<file path="src/rtl/nib_rot_pkg.sv">
package nib_rot_pkg;

  typedef enum logic [2:0] {
    ST_IDLE,
    ST_RD,
    ST_CAP,
    ST_PAD,
    ST_WR,
    ST_FIN
  } rot_state_e;

  // Flag byte layout: 7 sign, 6 zero, 5 copy, 4 half, 3 copy, 2 parity, 1 sub, 0 carry
  localparam int unsigned FLAG_S = 7;
  localparam int unsigned FLAG_Z = 6;
  localparam int unsigned FLAG_Y = 5;
  localparam int unsigned FLAG_H = 4;
  localparam int unsigned FLAG_X = 3;
  localparam int unsigned FLAG_P = 2;
  localparam int unsigned FLAG_N = 1;
  localparam int unsigned FLAG_C = 0;

endpackage

</file>
<file path="src/rtl/nib_rot_ctrl.sv">
module nib_rot_ctrl
  import nib_rot_pkg::*;
#(
  parameter int unsigned CYCLES = 18
) (
  input  logic clk_i,
  input  logic rst_ni,
  input  logic start_i,
  output logic take_o,
  output logic rd_o,
  output logic cap_o,
  output logic wr_o,
  output logic load_o,
  output logic done_o
);

  localparam int unsigned CNT_W = $clog2(CYCLES + 1);
  localparam logic [CNT_W-1:0] PAD_LAST = CNT_W'(CYCLES - 2);

  rot_state_e state_q, state_d;
  logic [CNT_W-1:0] cnt_q;

  initial begin
    if (CYCLES < 5) $error("CYCLES must be at least 5");
  end

  assign take_o = (state_q == ST_IDLE) && start_i;

  always_comb begin
    state_d = state_q;
    unique case (state_q)
      ST_IDLE: if (start_i) state_d = ST_RD;
      ST_RD:   state_d = ST_CAP;
      ST_CAP:  state_d = ST_PAD;
      ST_PAD:  if (cnt_q == PAD_LAST) state_d = ST_WR;
      ST_WR:   state_d = ST_FIN;
      ST_FIN:  state_d = ST_IDLE;
      default: state_d = ST_IDLE;
    endcase
  end

  always_ff @(posedge clk_i or negedge rst_ni) begin
    if (!rst_ni) begin
      state_q <= ST_IDLE;
      cnt_q   <= '0;
    end else begin
      state_q <= state_d;
      if (take_o) cnt_q <= CNT_W'(1);
      else if (state_q != ST_IDLE) cnt_q <= cnt_q + CNT_W'(1);
    end
  end

  assign rd_o   = (state_q == ST_RD);
  assign cap_o  = (state_q == ST_CAP);
  assign wr_o   = (state_q == ST_WR);
  assign load_o = (state_q == ST_WR);
  assign done_o = (state_q == ST_FIN);

  // strobes are single cycles and exclusive
  a_r9_rd_wr_excl: assert property (@(posedge clk_i) disable iff (!rst_ni)
    !(rd_o && wr_o));
  a_r9_rd_single: assert property (@(posedge clk_i) disable iff (!rst_ni)
    rd_o |=> !rd_o);
  a_r9_done_single: assert property (@(posedge clk_i) disable iff (!rst_ni)
    done_o |=> !done_o);
  // completion follows the write directly
  a_r6_wr_then_done: assert property (@(posedge clk_i) disable iff (!rst_ni)
    wr_o |=> done_o);
  a_r6_start_then_rd: assert property (@(posedge clk_i) disable iff (!rst_ni)
    take_o |=> rd_o);

endmodule

</file>
<file path="src/rtl/nib_rot_flags.sv">
module nib_rot_flags
  import nib_rot_pkg::*;
#(
  parameter int unsigned DATA_W = 8
) (
  input  logic [DATA_W-1:0] acc_i,
  input  logic              carry_i,
  output logic [7:0]        flags_o
);

  always_comb begin
    flags_o         = '0;
    flags_o[FLAG_S] = acc_i[DATA_W-1];
    flags_o[FLAG_Z] = (acc_i == '0);
    flags_o[FLAG_Y] = acc_i[5];
    flags_o[FLAG_X] = acc_i[3];
    flags_o[FLAG_P] = ~(^acc_i);
    flags_o[FLAG_C] = carry_i;
  end

endmodule

</file>
<file path="src/rtl/nib_rot_dp.sv">
module nib_rot_dp #(
  parameter int unsigned DATA_W = 8,
  parameter int unsigned ADDR_W = 16
) (
  input  logic              clk_i,
  input  logic              rst_ni,
  input  logic              take_i,
  input  logic              cap_i,
  input  logic              load_i,
  input  logic              dir_left_i,
  input  logic [DATA_W-1:0] acc_i,
  input  logic              carry_i,
  input  logic [ADDR_W-1:0] ptr_i,
  input  logic [DATA_W-1:0] mem_rdata_i,
  output logic [ADDR_W-1:0] addr_o,
  output logic [DATA_W-1:0] wdata_o,
  output logic [DATA_W-1:0] acc_o,
  output logic [7:0]        flags_o
);

  localparam int unsigned NIB = DATA_W / 2;

  logic [DATA_W-1:0] acc_q, mem_q, acc_new, acc_r;
  logic [ADDR_W-1:0] ptr_q;
  logic              left_q, carry_q;
  logic [7:0]        flags_new, flags_r;

  always_ff @(posedge clk_i or negedge rst_ni) begin
    if (!rst_ni) begin
      acc_q   <= '0;
      mem_q   <= '0;
      ptr_q   <= '0;
      left_q  <= 1'b0;
      carry_q <= 1'b0;
    end else begin
      if (take_i) begin
        acc_q   <= acc_i;
        ptr_q   <= ptr_i;
        left_q  <= dir_left_i;
        carry_q <= carry_i;
      end
      if (cap_i) mem_q <= mem_rdata_i;
    end
  end

  // Digit routing: each result bit picks its source by direction
  for (genvar b = 0; b < NIB; b++) begin : g_dig
    assign acc_new[b]       = left_q ? mem_q[NIB+b] : mem_q[b];
    assign acc_new[NIB+b]   = acc_q[NIB+b];
    assign wdata_o[b]       = left_q ? acc_q[b]     : mem_q[NIB+b];
    assign wdata_o[NIB+b]   = left_q ? mem_q[b]     : acc_q[b];
  end

  nib_rot_flags #(.DATA_W(DATA_W)) u_flags (
    .acc_i   (acc_new),
    .carry_i (carry_q),
    .flags_o (flags_new)
  );

  always_ff @(posedge clk_i or negedge rst_ni) begin
    if (!rst_ni) begin
      acc_r   <= '0;
      flags_r <= '0;
    end else if (load_i) begin
      acc_r   <= acc_new;
      flags_r <= flags_new;
    end
  end

  assign addr_o  = ptr_q;
  assign acc_o   = acc_r;
  assign flags_o = flags_r;

  // operands held while the operation runs
  a_r7_ptr_held: assert property (@(posedge clk_i) disable iff (!rst_ni)
    (cap_i || load_i) |=> $stable(ptr_q));
  // upper digit passes through on load
  a_r3_upper_kept: assert property (@(posedge clk_i) disable iff (!rst_ni)
    load_i |=> (acc_r[DATA_W-1:NIB] == acc_q[DATA_W-1:NIB]));
  // half-carry and subtract cleared, carry kept
  a_r5_flag_fixed: assert property (@(posedge clk_i) disable iff (!rst_ni)
    load_i |=> (!flags_r[4] && !flags_r[1] && flags_r[0] == carry_q));

endmodule

</file>
<file path="src/rtl/nib_rot_unit.sv">
module nib_rot_unit #(
  parameter int unsigned DATA_W = 8,
  parameter int unsigned ADDR_W = 16,
  parameter int unsigned CYCLES = 18
) (
  input  logic              clk_i,
  input  logic              rst_ni,
  input  logic              start_i,
  input  logic              dir_left_i,
  input  logic [DATA_W-1:0] acc_i,
  input  logic              carry_i,
  input  logic [ADDR_W-1:0] ptr_i,
  output logic [ADDR_W-1:0] mem_addr_o,
  input  logic [DATA_W-1:0] mem_rdata_i,
  output logic [DATA_W-1:0] mem_wdata_o,
  output logic              mem_rd_o,
  output logic              mem_wr_o,
  output logic [DATA_W-1:0] acc_o,
  output logic [7:0]        flags_o,
  output logic              done_o
);

  logic take, cap, load;

  nib_rot_ctrl #(.CYCLES(CYCLES)) u_ctrl (
    .clk_i   (clk_i),
    .rst_ni  (rst_ni),
    .start_i (start_i),
    .take_o  (take),
    .rd_o    (mem_rd_o),
    .cap_o   (cap),
    .wr_o    (mem_wr_o),
    .load_o  (load),
    .done_o  (done_o)
  );

  nib_rot_dp #(.DATA_W(DATA_W), .ADDR_W(ADDR_W)) u_dp (
    .clk_i       (clk_i),
    .rst_ni      (rst_ni),
    .take_i      (take),
    .cap_i       (cap),
    .load_i      (load),
    .dir_left_i  (dir_left_i),
    .acc_i       (acc_i),
    .carry_i     (carry_i),
    .ptr_i       (ptr_i),
    .mem_rdata_i (mem_rdata_i),
    .addr_o      (mem_addr_o),
    .wdata_o     (mem_wdata_o),
    .acc_o       (acc_o),
    .flags_o     (flags_o)
  );

  // zero flag agrees with the result on completion
  a_r4_zero_flag: assert property (@(posedge clk_i) disable iff (!rst_ni)
    done_o |-> (flags_o[6] == (acc_o == '0)));
  // parity flag reports even parity of the result
  a_r4_parity_flag: assert property (@(posedge clk_i) disable iff (!rst_ni)
    done_o |-> (flags_o[2] == ~(^acc_o)));

endmodule

</file>
<file path="config.mk">
export PLATFORM = sky130hd
export DESIGN_NAME = nib_rot_unit
export DESIGN_NICKNAME = d
export VERILOG_FILES = /design/src/rtl/nib_rot_pkg.sv /design/src/rtl/nib_rot_ctrl.sv /design/src/rtl/nib_rot_flags.sv /design/src/rtl/nib_rot_dp.sv /design/src/rtl/nib_rot_unit.sv
export SDC_FILE = /design/constraint.sdc
export NUM_CORES = 1
export LEC_CHECK = 0
export BUFFER_PORTS_ARGS = -buffer_cell sky130_fd_sc_hd__buf_2
export CORE_MARGIN = 5
export CORE_UTILIZATION = 50
export DETAILED_ROUTE_END_ITERATION = 12
export GPL_TIMING_DRIVEN = 0
export PLACE_DENSITY = 0.75
export REMOVE_ABC_BUFFERS = 1
export SLEW_MARGIN = 0
export SYNTH_ARGS = -nofsm -noshare
export SYNTH_HDL_FRONTEND = slang
export SYNTH_SLANG_ARGS = --single-unit
</file>
<file path="constraint.sdc">
create_clock -name clk_i -period 3.1 [get_ports clk_i]
set_clock_uncertainty 0.05 [all_clocks]
set_input_delay 0.155 -clock clk_i [delete_from_list [all_inputs] [get_ports clk_i]]
set_output_delay 0.155 -clock clk_i [all_outputs]
set_load 0.005 [all_outputs]
</file>
==> results.py <==
metrics = {
    "outcome": {
        "run_status": "complete, no violations",
    },
    "cells_and_area": {
        "diodes": 0,
        "final_area_um2": 2860,
        "utilization_pct": 61.0,
        "multiInputGateArea_um2": 936,
        "register_area_um2": 1330,
        "drive_gt1_share_pct": 48.3,
        "layout.nets": 304,
        "stdcell_count": 315,
        "n_fill_cell": 384,
        "syn2layout_area_growth_pct": 18.6,
    },
    "timing": {
        "finalSetupViolCount": 0,
        "fmax_mhz": 500,
        "hold_violations": 0,
        "final.period_utilization_pct": 64.5,
        "fin_setup_tns_ns": 0,
        "finalCriticalPeriod_ns": 2.00,
        "slew_violations": 0,
        "grt_setup_unrepaired": "no",
        "worstMarginPinSlew_ns": 1.16,
        "slew_headroom_pct": 22.6,
    },
    "detailed_routing": {
        "vias_per_cell": 5.10,
        "drt_first_pass_iters": 4,
        "avgRoutedWirePerCell_um": 14.9,
        "drtAntennaViolNets": 0,
        "drt-initial-drc-count": 50,
        "drc": 0,
        "routed_wirelength_mm": 4.71,
        "vias": 1608,
    },
    "logic_synthesis": {
        "synth_seq_cells": 53,
        "synthAdderAreaFrac_pct": 3.11,
        "ys_seq_area_share_pct": 54.9,
        "synth-xor-area-share_pct": 1.09,
        "synth_top_area_share_pct": 54.9,
        "synth.mux.area_fraction_pct": 20.0,
        "synth_top_cell_by_area": "dfrtp_1",
        "yosys.area_share.simple_pct": 8.03,
        "syn_area_um2": 2410,
        "synth_top_family_by_area": "multiplexers",
        "synth.top_cells.by_area": "dfrtp_1 55%, mux2_2 17%, ha_1 3.1%",
        "synthDistinctLibCells": 35,
        "synth-compound-area-share_pct": 6.22,
        "syn_inst": 189,
        "synth.avg_cell_area_um2": 12.8,
        "synth_warnings": 0,
    },
    "critical_path": {
        "crit_family": "simple AND/OR/NAND/NOR gates",
        "cp.arrival_ns": 1.79,
        "path_cells": "or3b_1 -> inv_1 -> buf_2",
        "critPathRequiredTime_ns": 2.89,
        "crit_type": "flip-flop to primary output",
        "max_stage_delay_ns": 0.71,
        "crit_start": "u_ctrl.state_q[2]$_DFFE_PN0P_",
        "timing.rr.start": "u_dp.left_q$_DFFE_PN0P_",
        "crit_fanout": 23,
        "critPathBufInv": 2,
        "worst_setup_path_end_kind": "primary output",
        "start_kind": "flip-flop",
        "cpMaxStageDelayCell": "or3b_1",
    },
    "power": {
        "clock_power_share_pct": 15.7,
        "vdd_drop_max_mv": 0.507,
        "power_density_nw_per_um2": 849,
        "p_sw_uw": 777,
        "total_power_mw": 2.43,
        "p_comb_share_pct": 37.1,
        "p_leak_nw": 1.47,
        "sw_frac_of_total_pct": 31.9,
        "internal_power_mw": 1.66,
        "p_seq_share_pct": 47.1,
    },
    "clock_tree": {
        "htreeDepth": 2,
        "cts_buffers": 5,
        "clkTransAtPathRegs_ns": 0.09,
        "cts_resized": 0,
        "postCtsSetupBuffers": 0,
        "clock_latency_ns": 0.29,
        "cts.sinks": 53,
        "cts_tree": "built",
        "clockRootBuffer": "clkbuf_8",
        "cts.path.max_buffers": 2,
    },
    "hold_path": {
        "worstHoldPathType": "input port to flip-flop",
        "min_from": "acc_i[5]",
    },
    "placement": {
        "placed_area_um2": 2770,
        "place_congestion": 0.695,
        "hpwl_mm": 3.51,
        "place_inst": 307,
        "portBuffers": 77,
    },
    "flow_run": {
        "maxCapViolations": 0,
    },
    "floorplanning": {
        "core_area_um2": 4690,
        "io_pins": 80,
        "design.die.area_um2": 6320,
        "die_h_um": 79.5,
        "start_util_pct": 51.5,
        "die_x_um": 79.5,
        "rows": 25,
    },
    "global_routing": {
        "grt_usage_pct": 16.5,
        "grt-ovfl-total": 0,
        "grt_max_degree": 54,
        "grt_pass1_wl_mm": 8.29,
        "antenna_found_initial": 0,
        "grt_pass1_vias": 1740,
    },
}
worst reg2reg max path: stages (launching register included):
cell and delay [ns]:
dfrtp_1 0.71, mux2i_1 0.31, ha_1 0.28, xnor2_1 0.22, xnor2_1 0.15, o21ai_0 0.09
through the flow:
stage               hold WS, ns  worst slack [ns]
finish                   0.0118              1.10
global route            0.00753             0.933
CTS                     0.00382              1.09
detailed placement        0.315              1.14
global placement          0.311             0.489
floorplan                -0.191             0.998
logic make-up (layout without fill, tap and decap cells):
group                    after synthesis  after routing
flip-flops                            53             53
multiplexers                          43             43
AND/OR/NAND/NOR                       34             34
AO/OA/AOI/OAI                         26             26
buffers and inverters                 23             94
adder cells (fa/ha/maj)                6              6
XOR/XNOR                               3              3
other                                  1              2
layer usage:
layer  up-vias  global-route usage, %  share of wire [%]
met5         -                      0                  0
met4         0                   3.61               0.51
met3         2                   5.42                6.2
met2        41                   26.8                 50
met1       769                   21.4                 43
li1        796                      -                  -
layout make-up:
type                            instances  share of cell area (%)
Sequential cell                        53                    46.3
Multi-Input combinational cell        114                    32.7
Timing Repair Buffer                   80                    14.7
Clock buffer                            7                    3.01
Tap cell                               54                    2.36
Inverter                                7                   0.917
final timing paths:
check	slack [ns]	end	cells after the start
setup reg to reg	1.15	u_dp.flags_o[2]$_DFFE_PN0P_	5
max in group asynchronous	2.25	u_dp.addr_o[5]$_DFFE_PN0P_	1
hold / removal	0.01	u_dp.acc_q[5]$_DFFE_PN0P_	3
setup / recovery	1.10	mem_wr_o	3
hold reg to reg	0.43	u_dp.acc_o[6]$_DFFE_PN0P_	2
min in group asynchronous	0.04	u_dp.left_q$_DFFE_PN0P_	1
repair_timing:
item,4_1_cts,5_1_grt
endpoints found under the setup margin,0,0
hold endpoints to repair,1,0
hold buffers,1,0
power groups by stage:
| stage | Combinational [mW] | Sequential (mW) | Clock (mW) |
|---|---|---|---|
| 4_1_cts | 0.924 | 1.15 | 0.399 |
| 5_1_grt | 1.03 | 1.19 | 0.430 |
| 2_1_floorplan | 0.593 | 1.13 | 0 |
| 3_5_place_dp | 0.919 | 1.17 | 0 |
| 6_report | 0.903 | 1.15 | 0.383 |
| 3_3_place_gp | 0.878 | 1.15 | 0 |
placed cells by master (no fill, tap or decap), drive strengths merged, types with 4 or more instances in the layout:
cell | Yosys | routed
nand2 | 15 | 15
mux2i | 4 | 4
nor2 | 5 | 5
o21ai | 17 | 17
clkbuf | 0 | 7
dfrtp | 53 | 53
mux2 | 39 | 39
inv | 7 | 7
buf | 16 | 79
ha | 6 | 6
flip-flops by register name, summed over array words and instances (netlist names):
signal	flops
u_ctrl.state_q	3
u_dp.carry_q	1
u_dp.addr_o	16
u_dp.flags_o	3
u_dp.acc_o	8
u_dp.acc_q	8
u_dp.mem_q	8
u_dp.left_q	1
u_ctrl.cnt_q	5
synthesized netlist by cell type:
library cell	number
nor2_1	4
conb_1	1
nand2_1	15
dfrtp_1	53
and4_1	1
nor4_1	1
or3b_1	1
nor3b_1	1
a22o_1	2
buf_4	5
a211oi_1	1
o21ai_0	9
inv_1	7
nand3b_1	1
mux2i_1	4
nor3_1	1
a21oi_1	2
o21ai_1	8
nand2b_1	1
o31ai_1	2
nor4b_4	1
mux2_2	37
nand3_1	2
ha_1	6
mux2_4	1
xor2_1	1
buf_2	5
a21o_1	2
mux2_1	1
buf_6	6
nand4_1	2
nor2_2	1
and3b_1	1
xnor2_1	2
or3_4	1
(Power assumes the default switching activity.)
